--- config.mk ---
export PLATFORM = sky130hd
export DESIGN_NAME = padmux_port_rd
export DESIGN_NICKNAME = d
export VERILOG_FILES = /design/src/rtl/padmux_pkg.sv /design/src/rtl/padmux_field_sel.sv /design/src/rtl/padmux_port_merge.sv /design/src/rtl/padmux_port_rd.sv
export SDC_FILE = /design/constraint.sdc
export NUM_CORES = 1
export LEC_CHECK = 0
export BUFFER_PORTS_ARGS = -buffer_cell sky130_fd_sc_hd__buf_2
export CORE_AREA = 2 2 39 41
export DETAILED_ROUTE_END_ITERATION = 6
export DIE_AREA = 0 0 41 43
export GPL_ROUTABILITY_DRIVEN = 0
export MAX_ROUTING_LAYER = met4
export RECOVER_POWER = 25
export REMOVE_ABC_BUFFERS = 1
export SYNTH_ARGS = -nofsm -noshare
export SYNTH_HDL_FRONTEND = slang
export SYNTH_SLANG_ARGS = --single-unit
--- constraint.sdc ---
create_clock -name vclk -period 0.85
set_input_delay 0.085 -clock vclk [all_inputs]
set_output_delay 0.085 -clock vclk [all_outputs]
set_load 0.02 [all_outputs]
--- src/rtl/padmux_pkg.sv ---
package padmux_pkg;
  localparam int BTN_W   = 12;
  localparam int PORT_W  = 8;
  localparam int FIELD_W = 6;
  localparam int PHASE_W = 2;

  typedef struct packed {
    logic mode;
    logic x;
    logic y;
    logic z;
    logic start;
    logic a;
    logic c;
    logic b;
    logic right;
    logic left;
    logic down;
    logic up;
  } pad_btn_t;

  typedef enum logic [2:0] {
    SEL_STD_HI,
    SEL_STD_LO,
    SEL_ID_LO,
    SEL_EXT_HI,
    SEL_EXT_LO
  } sel_mode_t;
endpackage

--- src/rtl/padmux_field_sel.sv ---
module padmux_field_sel
  import padmux_pkg::*;
#(
  parameter int PH_W      = PHASE_W,
  parameter int ID_PHASE  = 2,
  parameter int EXT_PHASE = 3,
  parameter int FW        = FIELD_W
) (
  input  pad_btn_t        btn_i,
  input  logic            th_i,
  input  logic            six_en_i,
  input  logic [PH_W-1:0] phase_i,
  output logic [FW-1:0]   field_o
);
  localparam logic [PH_W-1:0] ID_PH  = PH_W'(ID_PHASE);
  localparam logic [PH_W-1:0] EXT_PH = PH_W'(EXT_PHASE);

  pad_btn_t  nb;
  sel_mode_t mode;

  always_comb begin
    nb = ~btn_i;
    if (six_en_i && phase_i == EXT_PH)
      mode = th_i ? SEL_EXT_HI : SEL_EXT_LO;
    else if (six_en_i && phase_i == ID_PH && !th_i)
      mode = SEL_ID_LO;
    else
      mode = th_i ? SEL_STD_HI : SEL_STD_LO;
  end

  always_comb begin
    unique case (mode)
      SEL_STD_HI: field_o = {nb.c, nb.b, nb.right, nb.left, nb.down, nb.up};
      SEL_STD_LO: field_o = {nb.start, nb.a, 2'b00, nb.down, nb.up};
      SEL_ID_LO:  field_o = {nb.start, nb.a, 4'b0000};
      SEL_EXT_HI: field_o = {nb.c, nb.b, nb.mode, nb.x, nb.y, nb.z};
      SEL_EXT_LO: field_o = {nb.start, nb.a, 4'b1111};
      default:    field_o = '0;
    endcase
  end

  always_comb begin
    if (!th_i)
      p_lo_start_a_r5: assert (field_o[5:4] == ~{btn_i.start, btn_i.a})
        else $error("TH low field lacks Start/A");
    if (six_en_i && phase_i == ID_PH && !th_i)
      p_id_zero_r6: assert (field_o[3:0] == 4'h0)
        else $error("id phase nibble not zero");
    if (six_en_i && phase_i == EXT_PH && th_i)
      p_ext_btn_r7: assert (field_o[3:0] == ~{btn_i.mode, btn_i.x, btn_i.y, btn_i.z})
        else $error("extended buttons misplaced");
    if (six_en_i && phase_i == EXT_PH && !th_i)
      p_ext_ones_r8: assert (field_o[3:0] == 4'hF)
        else $error("ext phase nibble not ones");
    if (th_i && !(six_en_i && phase_i == EXT_PH))
      p_std_hi_r4: assert (field_o == ~{btn_i.c, btn_i.b, btn_i.right,
                                         btn_i.left, btn_i.down, btn_i.up})
        else $error("standard TH high field wrong");
  end
endmodule

--- src/rtl/padmux_port_merge.sv ---
module padmux_port_merge #(
  parameter int          W        = 8,
  parameter int          FW       = 6,
  parameter logic [W-1:0] OUT_FORCE = 8'h80
) (
  input  logic [W-1:0]  data_i,
  input  logic [W-1:0]  dir_i,
  input  logic [FW-1:0] field_i,
  output logic [W-1:0]  port_o
);
  logic [W-1:0] out_mask;
  assign out_mask = dir_i | OUT_FORCE;

  for (genvar i = 0; i < W; i++) begin : g_bit
    if (i < FW) begin : g_btn
      assign port_o[i] = out_mask[i] ? data_i[i] : field_i[i];
    end else begin : g_hi
      assign port_o[i] = out_mask[i] ? data_i[i] : 1'b0;
    end
  end
endmodule

--- src/rtl/padmux_port_rd.sv ---
module padmux_port_rd
  import padmux_pkg::*;
#(
  parameter int TH_BIT = 6
) (
  input  logic [BTN_W-1:0]   btn_i,
  input  logic [PORT_W-1:0]  data_reg_i,
  input  logic [PORT_W-1:0]  dir_reg_i,
  input  logic               six_btn_en_i,
  input  logic [PHASE_W-1:0] phase_i,
  output logic [PORT_W-1:0]  port_rd_o
);
  logic [FIELD_W-1:0] field;
  pad_btn_t           btn;

  assign btn = pad_btn_t'(btn_i);

  padmux_field_sel #(
    .PH_W(PHASE_W), .ID_PHASE(2), .EXT_PHASE(3), .FW(FIELD_W)
  ) u_sel (
    .btn_i   (btn),
    .th_i    (data_reg_i[TH_BIT]),
    .six_en_i(six_btn_en_i),
    .phase_i (phase_i),
    .field_o (field)
  );

  padmux_port_merge #(
    .W(PORT_W), .FW(FIELD_W), .OUT_FORCE(8'h80)
  ) u_merge (
    .data_i (data_reg_i),
    .dir_i  (dir_reg_i),
    .field_i(field),
    .port_o (port_rd_o)
  );

  always_comb begin
    for (int i = 0; i < PORT_W; i++) begin
      if (dir_reg_i[i])
        p_dir_readback_r2: assert (port_rd_o[i] == data_reg_i[i])
          else $error("output bit not read back");
    end
    p_bit7_r3: assert (port_rd_o[PORT_W-1] == data_reg_i[PORT_W-1])
      else $error("bit 7 not from data register");
    if (!dir_reg_i[TH_BIT])
      p_th_input_r10: assert (port_rd_o[TH_BIT] == 1'b0)
        else $error("TH input bit not zero");
  end
endmodule

==> results.json <==
{
  "crit_type": "in -> out",
  "fp.dieH_microns": 43,
  "avgSynthCellArea_sq_um": 7.80,
  "holdWs_ns": 0.170,
  "drtIter0Drc": 3,
  "relSlewSlack_pct": 87.5,
  "seq_cells": 0,
  "p_switching_mw": 0.121,
  "synth_fa_ha_area_share_pct": 0,
  "finalCriticalPeriod_ns": 0.933,
  "startpoint": "six_btn_en_i",
  "fin_util_pct": 40.7,
  "fill_cells": 148,
  "hold_viol_final": 0,
  "postRouteAntennaNets": 0,
  "ir_drop_mv": 0.161,
  "antenna_found_initial": 0,
  "rsz0062_at_grt": "true",
  "clkPwrFrac_pct": 0,
  "use_met2_pct": 15.3,
  "syn_area_sq_um": 203,
  "io_buffers": 36,
  "io_pins": 39,
  "hpwlAfterDp_microns": 609,
  "n_antenna_cell": 0,
  "status": "finished with violations",
  "tightestPinTransition_ns": 0.187,
  "synthMostInstantiatedCell": "a21oi_1",
  "p_seq_share_pct": 0,
  "yosysWarningCount": 0,
  "p_sw_share_pct": 39.3,
  "synth.top_cell.area_share_pct": 14.8,
  "netlist_instances": 26,
  "slowest_stage": "nor4b_2",
  "required_ns": 0.76,
  "avgViaCountPerCell": 4.53,
  "startpoint_type": "input port",
  "synth_xor_area_share_pct": 0,
  "die_area_sq_um": 1760,
  "worstHoldStart": "data_reg_i[7]",
  "clkbuf_count": 0,
  "worstPathCellList": "buf_6, and3_4, nor4b_2, a221o_1, buf_6",
  "fin_total_pwr_mw": 0.309,
  "setup.worst_path.end_class": "output port",
  "grt_pass1_vias": 281,
  "ys_types": 15,
  "synth_area_leaders": "nor4b_2 (15%), mux2_2 (11%), a21oi_1 (9.9%)",
  "synth_top_family_by_area": "compound AO/OA/AOI/OAI gates",
  "arrival_ns": 0.85,
  "leakage_nw": 0.276,
  "slew_violations": 0,
  "yosys.area_share.simple_pct": 38.9,
  "core-area_sq_um": 1380,
  "wl_microns": 845,
  "max_stage_delay_ns": 0.20,
  "cts_hold_buf": 0,
  "violations": "negative setup slack",
  "min_path_type": "in -> out",
  "drc": 0,
  "drv_cap": 0,
  "path_delay_family": "simple AND/OR/NAND/NOR gates",
  "dr.pass1.iters": 3,
  "finalCritPeriodShare_pct": 110,
  "synth_area_leader_cell": "nor4b_2",
  "cp_max_fo": 4,
  "floorplan.rows": 14,
  "ys_seq_area_share_pct": 0,
  "grt_overflow": 0,
  "synth_mux_area_share_pct": 11.1,
  "gr-max-usage-layer": "met2",
  "drive_above_1_share_pct": 81.3,
  "combPwrFrac_pct": 100.0,
  "nets": 97,
  "track_usage_pct": 8.80,
  "grtUsageMet3_pct": 0,
  "cp.buffers_inverters": 2,
  "cp_common_cell": "buf_6",
  "wl_per_cell_microns": 10.6,
  "finalSetupViolations": 4,
  "max_freq_ghz": 1.07,
  "fp.dieW_microns": 41,
  "synth_compound_area_share_pct": 40.7,
  "worst_slack_ns": -0.0829,
  "area_growth_pct": 178,
  "p_per_area_nw_per_um2": 549,
  "register_area_sq_um": 0,
  "met1_usage_pct": 11.7,
  "initial_utilization_pct": 14.6,
  "num_vias": 362,
  "grt_start_max_net_pins": 11,
  "grt_pass1_wl_microns": 1150,
  "p_int_mw": 0.188
}
[repair_timing]
action | CTS | global route
endpoints found under the setup margin | 6 | 6
cloned | 0 | 1
endpoints found under the hold margin | 0 | 0
buffers inserted | 0 | 0
pin swaps | 8 | 7
gates resized for setup | 25 | 8
[stage by stage]
stage / cell area, sq um / setup slack (ns) / TNS (ns) / std cells
finish: 563 / -0.0829 / -0.197 / 80
detailed placement: 407 / -0.128 / -0.731 / 79
floorplan: 184 / 0.0456 / 0 / 24
CTS: 500 / -0.0812 / -0.230 / 79
global placement: 407 / -0.125 / -0.705 / 79
global route: 563 / -0.122 / -0.358 / 80
[layer usage]
layer  part of all wire [%]  vias to the layer above  wire [microns]
li1                       -                      183               -
met1                     32                      161             270
met2                     59                       18             501
met3                    8.6                        0              73
met4                      0                        0               0
met5                      0                        -               0
[cell families after synthesis]
kind of cell,count (synthesis)
AND/OR/NAND/NOR,10
AO/OA/AOI/OAI,12
multiplexers,2
buffers and inverters,2
[area by class of cell]
type,count,area [sq um],area share [%]
timing repair buffer,40,309,54.9
tap,16,20.0,3.56
multi-input combinational,24,234,41.6
[cells in the final DEF, fill, tap and decap left out]
master	instances
a21oi_1	3
a22o_1	2
mux2_4	2
nand2_1	2
buf_8	1
nor4b_4	1
o211ai_1	2
nor2_2	1
a21oi_2	1
buf_6	9
and3_4	3
and2_1	1
nand3_4	1
buf_2	25
nor4b_2	1
a221o_1	2
buf_4	3
o21ai_2	2
clkbuf_16	1
buf_12	1
[final timing paths]
kind,to,cells past startpoint
setup / recovery,port_rd_o[3],5
hold / removal,port_rd_o[7],0
[power groups by stage]
stage               registers [mW]  logic [mW]  clock network, mW
finish                           0       0.309                  0
global route                     0       0.332                  0
CTS                              0       0.274                  0
detailed placement               0       0.213                  0
global placement                 0       0.210                  0
floorplan                        0      0.0949                  0
No activity file was read; power rests on OpenSTA's default activity.
